**src/rtl/ptimer_pkg.sv**
```systemverilog
package ptimer_pkg;
  typedef enum logic [1:0] {
    MODE_TIME  = 2'd0,
    MODE_EVENT = 2'd1,
    MODE_PULSE = 2'd2,
    MODE_OFF   = 2'd3
  } ct_mode_e;
endpackage

```
**src/rtl/ptimer_sync.sv**
```systemverilog
module ptimer_sync #(
  parameter int W      = 2,
  parameter int STAGES = 2
) (
  input  logic         clk,
  input  logic         rst,
  input  logic [W-1:0] din,
  output logic [W-1:0] dout
);
  logic [STAGES-1:0][W-1:0] sr;

  generate
    for (genvar s = 0; s < STAGES; s++) begin : g_stage
      if (s == 0) begin : g_first
        always_ff @(posedge clk) begin
          if (rst) sr[s] <= '0;
          else     sr[s] <= din;
        end
      end else begin : g_rest
        always_ff @(posedge clk) begin
          if (rst) sr[s] <= '0;
          else     sr[s] <= sr[s-1];
        end
      end
    end
  endgenerate

  assign dout = sr[STAGES-1];
endmodule

```
**src/rtl/ptimer_prescaler.sv**
```systemverilog
module ptimer_prescaler #(
  parameter int PRESCALE = 32
) (
  input  logic clk,
  input  logic rst,
  output logic tick
);
  localparam int PW = (PRESCALE > 1) ? $clog2(PRESCALE) : 1;
  localparam logic [PW-1:0] LAST = PW'(PRESCALE - 1);

  logic [PW-1:0] div_q;

  always_ff @(posedge clk) begin
    if (rst)               div_q <= '0;
    else if (div_q == LAST) div_q <= '0;
    else                   div_q <= div_q + 1'b1;
  end

  assign tick = (div_q == LAST);

  // ticks are isolated, one per prescaler period
  p_tick_gap_r3: assert property (@(posedge clk) disable iff (rst)
    tick |=> !tick);
endmodule

```
**src/rtl/ptimer_core.sv**
```systemverilog
module ptimer_core
  import ptimer_pkg::*;
#(
  parameter int CW = 8
) (
  input  logic          clk,
  input  logic          rst,
  input  logic          load_en,
  input  logic [CW-1:0] load_val,
  input  ct_mode_e      mode,
  input  logic          start,
  input  logic          stop,
  input  logic          paused,
  input  logic          tick,
  input  logic          evt_s,
  input  logic          gate_s,
  input  logic          irq_ack,
  output logic [CW-1:0] cnt_q,
  output logic          irq_q,
  output logic          uf_q,
  output logic          tog_q
);
  logic [CW-1:0] preset_q;
  logic          run_q;
  logic          evt_d, gate_d;
  logic          evt_fall, gate_fall;
  logic          dec_en, uf_set, pulse_end;
  logic          at_zero;

  always_ff @(posedge clk) begin
    if (rst) begin
      evt_d  <= 1'b0;
      gate_d <= 1'b0;
    end else begin
      evt_d  <= evt_s;
      gate_d <= gate_s;
    end
  end

  assign evt_fall  = evt_d & ~evt_s;
  assign gate_fall = gate_d & ~gate_s;
  assign at_zero   = (cnt_q == '0);

  always_comb begin
    unique case (mode)
      MODE_TIME:  dec_en = run_q & ~paused & tick;
      MODE_EVENT: dec_en = run_q & evt_fall;
      MODE_PULSE: dec_en = run_q & ~paused & gate_s & tick;
      default:    dec_en = 1'b0;
    endcase
  end

  assign uf_set    = dec_en & ~load_en & at_zero;
  assign pulse_end = run_q & (mode == MODE_PULSE) & gate_fall;

  always_ff @(posedge clk) begin
    if (rst) begin
      cnt_q    <= '0;
      preset_q <= '0;
      run_q    <= 1'b0;
      irq_q    <= 1'b0;
      uf_q     <= 1'b0;
      tog_q    <= 1'b0;
    end else begin
      if (load_en) begin
        preset_q <= load_val;
        cnt_q    <= load_val;
      end else if (dec_en) begin
        cnt_q <= at_zero ? preset_q : cnt_q - 1'b1;
      end

      if (stop)           run_q <= 1'b0;
      else if (start)     run_q <= 1'b1;
      else if (pulse_end) run_q <= 1'b0;

      if (uf_set | pulse_end) irq_q <= 1'b1;
      else if (irq_ack)       irq_q <= 1'b0;

      uf_q  <= uf_set;
      tog_q <= tog_q ^ uf_set;
    end
  end

  // underflow leaves the preset in the count and raises the request
  p_uf_reload_r6: assert property (@(posedge clk) disable iff (rst)
    uf_q |-> (cnt_q == preset_q));
  p_uf_irq_r6: assert property (@(posedge clk) disable iff (rst)
    uf_q |-> irq_q);
  p_uf_single_r6: assert property (@(posedge clk) disable iff (rst)
    uf_q |=> !uf_q);
  // request is sticky until acknowledged
  p_irq_sticky_r7: assert property (@(posedge clk) disable iff (rst)
    (irq_q && !irq_ack) |=> irq_q);
  // a stopped counter holds its value unless loaded
  p_stop_hold_r8: assert property (@(posedge clk) disable iff (rst)
    (!run_q && !load_en) |=> $stable(cnt_q));
  // clock-driven modes hold during a pause
  p_pause_hold_r5: assert property (@(posedge clk) disable iff (rst)
    (paused && mode != MODE_EVENT && !load_en) |=> $stable(cnt_q));
endmodule

```
**src/rtl/ptimer.sv**
```systemverilog
module ptimer
  import ptimer_pkg::*;
#(
  parameter int CW       = 8,
  parameter int PRESCALE = 32,
  parameter int SYNC_FF  = 2
) (
  input  logic          clk,
  input  logic          rst,
  input  logic          load_en,
  input  logic [CW-1:0] load_val,
  input  logic [1:0]    mode_sel,
  input  logic          start,
  input  logic          stop,
  input  logic          cpu_paused,
  input  logic          evt_flag,
  input  logic          gate_in,
  input  logic          irq_ack,
  input  logic          route_out,
  input  logic          gpo_val,
  output logic [CW-1:0] cnt_val,
  output logic          irq,
  output logic          uf_pulse,
  output logic          q_out
);
  logic       tick;
  logic [1:0] async_in, sync_out;
  logic       tog;
  logic       q_q;

  assign async_in = {gate_in, evt_flag};

  ptimer_sync #(.W(2), .STAGES(SYNC_FF)) u_sync (
    .clk (clk),
    .rst (rst),
    .din (async_in),
    .dout(sync_out)
  );

  ptimer_prescaler #(.PRESCALE(PRESCALE)) u_pre (
    .clk (clk),
    .rst (rst),
    .tick(tick)
  );

  ptimer_core #(.CW(CW)) u_core (
    .clk     (clk),
    .rst     (rst),
    .load_en (load_en),
    .load_val(load_val),
    .mode    (ct_mode_e'(mode_sel)),
    .start   (start),
    .stop    (stop),
    .paused  (cpu_paused),
    .tick    (tick),
    .evt_s   (sync_out[0]),
    .gate_s  (sync_out[1]),
    .irq_ack (irq_ack),
    .cnt_q   (cnt_val),
    .irq_q   (irq),
    .uf_q    (uf_pulse),
    .tog_q   (tog)
  );

  always_ff @(posedge clk) begin
    if (rst) q_q <= 1'b0;
    else     q_q <= route_out ? tog : gpo_val;
  end

  assign q_out = q_q;

  // unrouted pin follows the software level one clock later
  p_gpo_follow_r10: assert property (@(posedge clk) disable iff (rst)
    !route_out |=> (q_out == $past(gpo_val)));
endmodule

```
**config.mk**
```make
export PLATFORM = sky130hd
export DESIGN_NAME = ptimer
export DESIGN_NICKNAME = d
export VERILOG_FILES = /design/src/rtl/ptimer_pkg.sv /design/src/rtl/ptimer_sync.sv /design/src/rtl/ptimer_prescaler.sv /design/src/rtl/ptimer_core.sv /design/src/rtl/ptimer.sv
export SDC_FILE = /design/constraint.sdc
export NUM_CORES = 1
export LEC_CHECK = 0
export CAP_MARGIN = 20
export CORE_MARGIN = 2
export CORE_UTILIZATION = 23
export CTS_BUF_LIST = sky130_fd_sc_hd__clkbuf_2 sky130_fd_sc_hd__clkbuf_4 sky130_fd_sc_hd__clkbuf_8
export DETAILED_ROUTE_END_ITERATION = 6
export GPL_ROUTABILITY_DRIVEN = 0
export SLEW_MARGIN = 20
export SYNTH_ARGS = -nofsm -noshare
export SYNTH_HDL_FRONTEND = slang
export SYNTH_HIERARCHICAL = 1
export SYNTH_SLANG_ARGS = --single-unit
export TNS_END_PERCENT = 10
```
**constraint.sdc**
```tcl
create_clock -name clk -period 6.1 [get_ports clk]
set_input_delay 1.22 -clock clk [delete_from_list [all_inputs] [get_ports clk]]
set_output_delay 1.22 -clock clk [all_outputs]
set_load 0.01 [all_outputs]
```
### Yosys cells after proc, flatten, opt, wreduce, memory -nomap -nowiden

Cells that the tools add are included.

* add/subtract/negate cells: 2
* equal/unequal tests: 3
* mux-type cells: 9
* bitwise logic cells: 17
* reduce and logical (&&, ||, !) cells: 7

Operator list (number)
* 2-to-1 mux 8 bit: 3
* AND 1 bit: 11
* logical NOT 8 bit: 1
* subtractor 8 x 1 -> 8 bit, second input constant: 1
* nonzero test 2 bit: 3
* adder 5 x 1 -> 5 bit, second input constant: 1
* equality test 5 bit, second input constant: 1
* 2-to-1 mux 1 bit: 5
* inverter 1 bit: 4
* OR reduction 2 bit: 2
* one-hot mux 1 bit (3 select lines): 1
* equality test 2 x 1 -> 1 bit, second input constant: 1
* equality test 2 bit, second input constant: 1
* logical NOT 2 bit: 1
* bitwise OR 1 bit: 1
* bitwise XOR 1 bit: 1

* register bits: 32
* bits of input ports: 21
* output and inout bits: 11
* logic and storage cells: 50

### Longest topological paths before layout

Gate-level depths: netlist of the first run.

* word-level depth: 9
* depth in mapped cells: 8
* mapped depth without buffers: 7

### Modules after synthesis

Netlist of the first run, hierarchy kept.

Modules (own cells, without submodules)
* ptimer_core: instances 1, cells an instance 129, area an instance 1149.9 um^2, sequential area each 440.4 um^2
* ptimer_prescaler: instances 1, cells an instance 17, area an instance 203.9 um^2, sequential area each 100.1 um^2
* ptimer_sync: instances 1, cells an instance 10, area an instance 120.1 um^2, sequential area each 80.1 um^2
* ptimer: instances 1, cells an instance 3, area an instance 33.8 um^2, sequential area each 20.0 um^2

### Worst setup path after synthesis of the first run

OpenSTA, ideal clock, no wires.

* path type: input to register
* start point: input port mode_sel[0]
* end point: register u_core.cnt_q[0]
* setup time: 0.101 ns
* arrival time: 2.170 ns
* data required time: 5.999 ns
* path slack: 3.829 ns
* stages on the path: 4
* buffers on the path: 0
* cells stage by stage: and4bb_2 > a221o_1 > or3_1 > o41ai_1

* word-level cells in the longest chain between the ends: 3
* elaborated cells between the ends (all ways): 5
* those cells by class: eq/ne (2); mux (1); reduce/logical (2)

RTL lines
* start: declaration: line ptimer.sv:12 `input logic [1:0] mode_sel,`
* equality test 2 bit (tied with other cells): line ptimer_core.sv:45 `unique case (mode)`
* one-hot mux 1 bit (3 select lines) *: line ptimer_core.sv:45
* nonzero test 2 bit (no line) *
* end signal: assignment: line ptimer_core.sv:67 `cnt_q <= load_val;`
* end signal: assignment: line ptimer_core.sv:69 `cnt_q <= at_zero ? preset_q : cnt_q - 1'b1;`
* end: declaration: line ptimer_core.sv:18 `output logic [CW-1:0] cnt_q,`

Every way passes the cells marked *; elsewhere a longest branch is shown, timed or not.
A chain may end at the register's enable or synchronous reset.

### Final worst setup path of the first run

* start point: input port load_en
* end point: register u_core.cnt_q[3]

* word-level cells in the longest chain between the ends: 1
* elaborated cells between the ends (all ways): 2
* those cells by class: mux (1); reduce/logical (1)

RTL lines
* start: declaration: line ptimer.sv:10 `input logic load_en,`
* 2-to-1 mux 8 bit / nonzero test 2 bit (equally long branches)

Parallel ways exist; a longest one is shown, timed or not.

==> summary.txt, run 1 <==
Worst setup path
  • Worst setup SP type: input port
  • Kind of critical path: in2reg
  • CP Capture Type: flop
  • Worst R2R Path Depth: 7
  • Worst Path Required: between 6 and 7 ns
  • Critical path arrival: roughly 3 ns
  • Crit-path max FO: 20

Detailed routing
  • Via density: around 4.7
  • DRT Wirelength: between 3000 and 4000 microns
  • Drt initial violations: 87
  • Antenna Nets Post-Route: 0
  • DRT Pass-1 Iters: 4
  • Vias: between 1000 and 1500
  • Residual DRC count: 0
  • WL/cell: about 12 microns

STA
  • FMAX: 344 MHz
  • Skew final: 0.00509 ns
  • Max-slew violations: 0
  • Final period utilization: between 40% and 50%
  • Final Setup Violations: 0
  • Endpoints failing hold: 0
  • Max-slew headroom: between 50% and 60%
  • Setup ws final: between 3 and 4 ns
  • Tmin final: approximately 2.9 ns
  • Sum of negative setup slack: 0 ns
  • Tightest Pin Transition: ~0.73 ns
  • RSZ-0062 raised after global routing: false

Global route
  • First-pass GRT wire length: about 5700 microns
  • All-layer global routing usage: 9.82%
  • GRT overflow: 0
  • Largest net degree at the start of global routing: 36
  • Initial antenna violation count: 0
  • Number of global-route vias before repair: roughly 1200

Hold path
  • Hold Path Depth: 1
  • Worst Hold Class: reg2reg

Floorplanning
  • Chip Width: about 85 microns
  • Area of the core: 6350 sq um
  • Die area: 7220 sq um
  • # rows: 29
  • Initial Util: 23.7%
  • Top Ports: 32
  • Die H: 85.0 microns

Yosys
  • Yosys cell types: ~50
  • Async SR Flop Fraction: 0%
  • Synthesized net count: between 150 and 200
  • Sequential element share of the synthesized area: 42.5%
  • Number of synthesized flops with an enable pin: 0
  • Syn_area_per_cell: about 9.5 sq um
  • Leading area contributor after synthesis: dfxtp_1
  • Top FF cell, synth: dfxtp_1
  • Synth top area cells: dfxtp_1 (42%), a311oi_1 (4.1%), nor2_1 (4.0%)
  • #FFs+latches synth: 32
  • Cell Area, Synth: approximately 1500 sq um
  • Synth top area share: 42.5%
  • Warnings, synthesis: 6
  • Mapped Cells: about 160

Run
  • Max-cap violations: 0

Clocking
  • Hold Buf Count CTS: 0
  • Number of setup buffers added after CTS: 0
  • Clk Tree Root Cell: clkbuf_8
  • H-tree Lvls: 2
  • Clock Sinks: 32
  • Reg clk slew, reported paths: about 0.07 ns
  • Later-pin clock latency in the skew report: about 0.28 ns
  • Num CTS Buffers: 5
  • Clock buffer depth: 2
  • Number of gates resized after cts: 0
  • CTS tree: yes

Finish
  • Commonest non-fill, non-tap cell in the layout: dfxtp_1
  • Synth-to-Final Area Change: 30.6%
  • Antenna fix cells: 0
  • Layout cells sized above 1: 12.1%
  • Final Non-Filler Cells: between 200 and 300
  • Most frequent cells in the layout: dfxtp_1 (32), clkdlybuf4s50_1 (31), nor2_1 (16), nand2_1 (13), a21oi_1 (10)
  • Nets: 214

Pwr
  • Total Power: 501 uW
  • LEAKAGE: approximately 0.72 nW
  • VDD IR max: between 0.08 and 0.09 mV
  • Power Density: approximately 250 nW/um^2

Status
  • Status: complete, no violations

Placed design
  • Pre-CTS WS: about 2.9 ns
  • Post-DP HPWL: 2320 microns
  • # placed instances: 259
  • Port bufs: 31
==> kinds of logic after synthesis <==
| group | Yosys count | share of synthesized area, % |
|---|---|---|
| simple gates | 65 | 27.0 |
| xor+xnor | 3 | 1.74 |
| mux | 4 | 2.99 |
| flops | 32 | 42.5 |
| compound gates | 38 | 18.2 |
| buf+inv | 13 | 4.31 |
| fa+ha+maj | 4 | 3.32 |
==> Yosys cell counts (all sizes together) (2+ instances only) <==
| master | count |
|---|---|
| a311oi | 7 |
| o211ai | 2 |
| o21ai | 2 |
| nor3 | 7 |
| dfxtp | 32 |
| nand2 | 14 |
| and3 | 2 |
| ha | 4 |
| nand2b | 3 |
| nor2 | 16 |
| a31oi | 4 |
| nor3b | 4 |
| nor2b | 6 |
| mux2i | 3 |
| or3 | 3 |
| and4bb | 2 |
| inv | 3 |
| xnor2 | 2 |
| a221oi | 2 |
| o41ai | 2 |
| a21oi | 10 |
| buf | 5 |
| clkbuf | 4 |
==> area by class of cell <==
type / instances / area (sq um)
Fill cell: 676 / 4380
Timing Repair Buffer: 32 / 318
Clock buffer: 8 / 97.6
Inverter: 4 / 15.0
Sequential cell: 32 / 641
Tap cell: 77 / 96.3
Multi-Input combinational cell: 114 / 802
==> stage by stage <==
step	hold WS, ns	util [%]	area (sq um)
after global placement	0.420	29.5	1870
final	0.437	31.0	1970
after global routing	0.464	31.0	1970
after floorplan	0.414	-	1510
after CTS	0.438	31.0	1970
after detailed placement	0.423	29.5	1870
==> registers in the layout, indices dropped and copies added (netlist names), 2 cells and up <==
| register | cells |
|---|---|
| u_core/cnt_q | 8 |
| u_core/preset_q | 8 |
| u_pre/div_q | 5 |
| u_sync/dout | 2 |
| u_sync/sr | 2 |
==> path summary, 6_finish.rpt <==
kind	from	endpoint	slack [ns]
max	load_en	u_core/cnt_q[3]$_SDFFE_PP0P_	3.19
min	u_sync/sr[1]$_SDFF_PP0_	u_sync/dout[1]$_SDFF_PP0_	0.44
max reg2reg	u_pre/div_q[0]$_SDFF_PP0_	u_core/cnt_q[0]$_SDFFE_PP0P_	3.79
min reg2reg	u_sync/sr[1]$_SDFF_PP0_	u_sync/dout[1]$_SDFF_PP0_	0.44
==> routing by layer <==
layer	track usage, %	wire length [microns]	vias up
met2	14.9	1500	23
met3	2.53	119	2
met5	0	0	-
met1	13.3	1680	579
met4	3.90	27	0
li1	-	-	648
==> power breakdown <==
part	total (mW)	internal [mW]	switching [mW]
combinational	0.0915	0.0493	0.0422
clock	0.175	0.101	0.0737
sequential	0.235	0.221	0.0144
==> worst max-delay path: stages <==
cell and delay, ns:
clkdlybuf4s50_1 0.94, clkinv_1 0.49, nand2_1 0.19, o21a_1 0.12, a311oi_1 0.08
(Power assumes the default switching activity.)
==> inputs of run 2 (changes only) <==
- clock period: 6.1 -> 3 ns (I/O delays scaled with it)
==> summary.txt, run 2 (synthesized netlist as in run 1, its figures left out) <==
Worst setup path
  • CP Capture Type: flop
  • Crit-path max FO: 13
  • Worst setup SP type: flop
  • Worst Path Required: between 3 and 4 ns
  • Kind of critical path: reg2reg
  • Critical path arrival: between 2 and 3 ns

Detailed routing
  • Residual DRC count: 0
  • Antenna Nets Post-Route: 0
  • WL/cell: 12.9 microns
  • Via density: around 4.7
  • Vias: 1259
  • Drt initial violations: 47
  • DRT Wirelength: ~3500 microns
  • DRT Pass-1 Iters: 4

Global route
  • First-pass GRT wire length: ~5900 microns
  • Largest net degree at the start of global routing: 24
  • Initial antenna violation count: 0
  • All-layer global routing usage: 10.2%
  • Number of global-route vias before repair: around 1200
  • GRT overflow: 0

Placed design
  • Post-DP HPWL: about 2500 microns
  • Port bufs: 31
  • DP Area: 1880 sq um

STA
  • Endpoints failing hold: 0
  • Final period utilization: 78.3%
  • Tightest Pin Transition: 0.799 ns
  • Skew final: between 0.005 and 0.006 ns
  • Max-slew headroom: between 40 and 50%
  • Final Setup Violations: 0
  • RSZ-0062 raised after global routing: false
  • Max-slew violations: 0
  • FMAX: 425 MHz
  • Sum of negative setup slack: 0 ns
  • Tmin final: ~2.4 ns

Clocking
  • Number of gates resized after cts: 0
  • Reg clk slew, reported paths: 0.07 ns
  • Hold Buf Count CTS: 0
  • CTS tree: yes
  • Later-pin clock latency in the skew report: 0.28 ns
  • Clock buffer depth: 2
  • Number of setup buffers added after CTS: 0
  • Num CTS Buffers: 5
  • Clock Sinks: 32
  • Clk Tree Root Cell: clkbuf_8
  • H-tree Lvls: 2

Floorplanning
  • # rows: 29
  • Area of the core: between 6000 and 7000 sq um
  • Initial Util: approximately a quarter
  • Die H: about 85 microns
  • Top Ports: 32
  • Die area: around 7200 sq um
  • Chip Width: around 85 microns

Pwr
  • VDD IR max: roughly 0.17 mV
  • LEAKAGE: 0.724 nW
  • Total Power: approximately 1000 uW
  • Power Density: 504 nW/um^2

Hold path
  • Worst Hold Class: reg2reg

Status
  • Status: complete, no violations

Run
  • Max-cap violations: 0

Finish
  • Final instance area: about 2000 sq um
  • Commonest non-fill, non-tap cell in the layout: dfxtp_1
  • Nets: between 200 and 250
  • Layout cells sized above 1: about an eighth
  • Most frequent cells in the layout: dfxtp_1 (32), clkdlybuf4s50_1 (31), nor2_1 (16), nand2_1 (13), a21oi_1 (10)
  • Synth-to-Final Area Change: 30.5%
  • Largest regs: u_core/cnt_q x8, u_core/preset_q x8, u_pre/div_q x5
  • Filler cells: roughly 640
  • Antenna fix cells: 0
[run 2: cell count changes in the layout (fill, tap and decap cells not counted), sizes merged]
cell / before / now
buf: 1 / 2
clkbuf: 8 / 5
clkinv: 1 / 4
[run 2: metal layers]
layer / track usage (%) / part of all wire (%) / up-vias
li1: - / - / 646
met1: 13.0 / 49 / 578
met2: 15.8 / 45 / 26
met3: 2.72 / 4.5 / 9
met4: 5.19 / 2.1 / 0
met5: 0 / 0 / -
[run 2: final timing paths]
| path | end | startpoint | slack [ns] | cells past startpoint |
|---|---|---|---|---|
| min | u_sync/dout[0]$_SDFF_PP0_ | u_sync/sr[0]$_SDFF_PP0_ | 0.44 | 1 |
| max | u_core/cnt_q[0]$_SDFFE_PP0P_ | u_pre/div_q[0]$_SDFF_PP0_ | 0.65 | 7 |
| min reg2reg | u_sync/dout[0]$_SDFF_PP0_ | u_sync/sr[0]$_SDFF_PP0_ | 0.44 | 1 |
| max reg2reg | u_core/cnt_q[0]$_SDFFE_PP0P_ | u_pre/div_q[0]$_SDFF_PP0_ | 0.65 | 7 |
[run 2: where the power goes]
group / switching, mW / internal, mW
clock: 0.164 / 0.161
sequential: 0.0298 / 0.448
combinational: 0.0861 / 0.101
[run 2: through the flow]
step	util [%]	hold WS, ns	worst slack [ns]	cells
2_1_floorplan	-	0.414	1.03	159
3_3_place_gp	29.6	0.424	0.615	260
3_5_place_dp	29.6	0.426	0.582	260
4_1_cts	31.0	0.444	0.654	268
5_1_grt	31.0	0.449	0.524	268
6_report	31.0	0.440	0.650	268
[run 2: critical path: stages, from the launching register on]
cell	delay, ns
dfxtp_1	0.34
ha_1	0.23
and3_2	0.18
ha_1	0.28
and4bb_2	0.29
a221o_1	0.51
or3_1	0.37
o41ai_1	0.06
[run 2: final cells by class]
type	count	area (sq um)	share of cell area, %
repair buffers	33	325	16.5
clock buffers	5	68.8	3.50
multi-input cells	114	802	40.8
well taps	77	96.3	4.90
flip-flops and latches	32	641	32.6
clock inverters	3	18.8	0.954
inverters	4	15.0	0.763
==> inputs of run 3 (changes only) <==
- clock period: 3 -> 2.3 ns (I/O delays scaled with it)
==> summary.txt, run 3 (synthesized netlist as in run 1, its figures left out) <==
Floorplanning
  • Die area: 7220 sq um
  • Top Ports: 32
  • Die H: between 80 and 90 microns
  • # rows: 29
  • Area of the core: about 6300 sq um
  • Chip Width: approximately 85 microns
  • Initial Util: about a quarter

Placed design
  • Post-DP HPWL: 2490 microns
  • Pre-CTS WS: between 0.15 and 0.2 ns
  • Port bufs: 31
  • DP Area: about 1900 sq um

Worst setup path
  • CP max stage delay: 0.38 ns
  • Beginning of the critical path: u_pre/div_q[0]$_SDFF_PP0_
  • CP max stage cell: a221o_1
  • Kind of critical path: reg2reg
  • Crit-path max FO: 3
  • Worst R2R Path Depth: 7
  • Critical R2R Launch: u_pre/div_q[0]$_SDFF_PP0_
  • Crit-path cells: ha_1, and3_2, ha_1, and4bb_2, a221o_1, or3_1, o41ai_1
  • Critical path arrival: 2.21 ns
  • CP Capture Type: flop
  • Crit-path most repeated cell: ha_1
  • R2r setup slk: about 0.27 ns
  • Worst setup SP type: flop
  • Critical R2R Capture: u_core/cnt_q[0]$_SDFFE_PP0P_
  • CP Capture Point: u_core/cnt_q[0]$_SDFFE_PP0P_
  • Worst Path Required: ~2.5 ns

Clocking
  • CTS tree: yes
  • Number of gates resized after cts: 0
  • Num CTS Buffers: 5
  • Reg clk slew, reported paths: roughly 0.07 ns
  • H-tree Lvls: 2
  • Number of setup buffers added after CTS: 0
  • Clk Tree Root Cell: clkbuf_8
  • Clock buffer depth: 2
  • Clock Sinks: 32
  • Hold Buf Count CTS: 0
  • Later-pin clock latency in the skew report: slightly below 0.3 ns

STA
  • Max-slew violations: 0
  • Max-slew headroom: between 60% and 70%
  • Tightest Pin Transition: around 0.50 ns
  • Skew final: around 0.008 ns
  • Setup ws final: approximately 0.27 ns
  • Tmin final: around 2 ns
  • Final Setup Violations: 0
  • Endpoints failing hold: 0
  • Sum of negative setup slack: 0 ns
  • FMAX: approximately 500 MHz
  • RSZ-0062 raised after global routing: false
  • Final period utilization: 88.5%

Finish
  • Layout cells sized above 1: roughly 14%
  • Final instance area: about 2000 sq um
  • Nets: about 220
  • Largest regs: u_core/cnt_q x8, u_core/preset_q x8, u_pre/div_q x5
  • Synth-to-Final Area Change: 32.8%
  • Commonest non-fill, non-tap cell in the layout: dfxtp_1
  • Antenna fix cells: 0
  • Most frequent cells in the layout: dfxtp_1 (32), clkdlybuf4s50_1 (31), nor2_1 (16), nand2_1 (13), a21oi_1 (10)

Global route
  • Initial antenna violation count: 0
  • Number of global-route vias before repair: about 1300
  • GRT overflow: 0
  • M1 GR Usage: between 10 and 15%
  • Met3 Resource Use GR: 3.21%
  • Met2 usage: 17.5%
  • First-pass GRT wire length: 6050 microns
  • Largest net degree at the start of global routing: 36
  • All-layer global routing usage: 10.5%
  • Top Usage Layer GRT: met2

Detailed routing
  • DRT Pass-1 Iters: 4
  • WL/cell: roughly 13 microns
  • Vias: about 1300
  • DRT Wirelength: between 3000 and 4000 microns
  • Residual DRC count: 0
  • Antenna Nets Post-Route: 0
  • Drt initial violations: 73
  • Via density: slightly below 5

Hold path
  • Worst Hold Class: reg2reg
  • Hold Path Depth: 1

Run
  • Max-cap violations: 0

Pwr
  • VDD IR max: approximately 0.26 mV
  • Power Density: approximately 660 nW/um^2
  • LEAKAGE: 0.746 nW

Status
  • Status: complete, no violations
==> run 3: cell types whose count changed in the layout (fill, tap and decap cells not counted), sizes merged <==
| cell | previous run | this run |
|---|---|---|
| buf | 2 | 6 |
| clkbuf | 5 | 6 |
| clkinv | 4 | 3 |
==> run 3: cell type report <==
type | instances | area [sq um]
repair buffers | 37 | 355
flip-flops and latches | 32 | 641
inverters | 4 | 15.0
multi-input cells | 114 | 802
clock buffers | 6 | 82.6
well taps | 77 | 96.3
clock inverters | 2 | 10.0
fillers | 649 | 4350
==> run 3: per-stage QoR <==
step                      utilization, %  total power [mW]  instances  hold WS, ns
final                               31.5              1.32        272        0.436
after CTS                           31.5              1.33        272        0.439
after detailed placement            30.1             0.885        264        0.425
after global placement              30.1             0.882        264        0.419
after floorplan                        -             0.784        159        0.414
after global routing                31.5              1.40        272        0.469
==> run 3: per-layer routing <==
layer | vias up | part of all wire [%]
li1 | 657 | -
met1 | 614 | 47
met5 | - | 0
met3 | 5 | 5.5
met2 | 33 | 46
met4 | 0 | 1.6
==> run 3: worst min-delay path by stage <==
stage / start / to / slack (ns)
final: u_sync/sr[0]$_SDFF_PP0_ / u_sync/dout[0]$_SDFF_PP0_ / 0.44
after global routing: u_sync/sr[1]$_SDFF_PP0_ / u_sync/dout[1]$_SDFF_PP0_ / 0.47
after CTS: u_sync/sr[0]$_SDFF_PP0_ / u_sync/dout[0]$_SDFF_PP0_ / 0.44
after detailed placement: u_sync/sr[0]$_SDFF_PP0_ / u_sync/dout[0]$_SDFF_PP0_ / 0.42
after global placement: u_sync/sr[1]$_SDFF_PP0_ / u_sync/dout[1]$_SDFF_PP0_ / 0.42
after floorplan: u_sync/sr[0]$_SDFF_PP0_ / u_sync/dout[0]$_SDFF_PP0_ / 0.41
==> run 3: worst max-delay path, delay by kind of cell (launching register included) <==
kind	cells	cell delay, ns
flops	1	0.33
simple gates	3	0.74
compound gates	2	0.44
fa+ha+maj	2	0.41
==> run 3: where the power goes <==
group | switching [mW] | leakage (nW) | total [mW] | internal, mW
Clock | 0.209 | 0.0510 | 0.447 | 0.238
Combinational | 0.113 | 0.432 | 0.248 | 0.135
Sequential | 0.0384 | 0.263 | 0.623 | 0.585
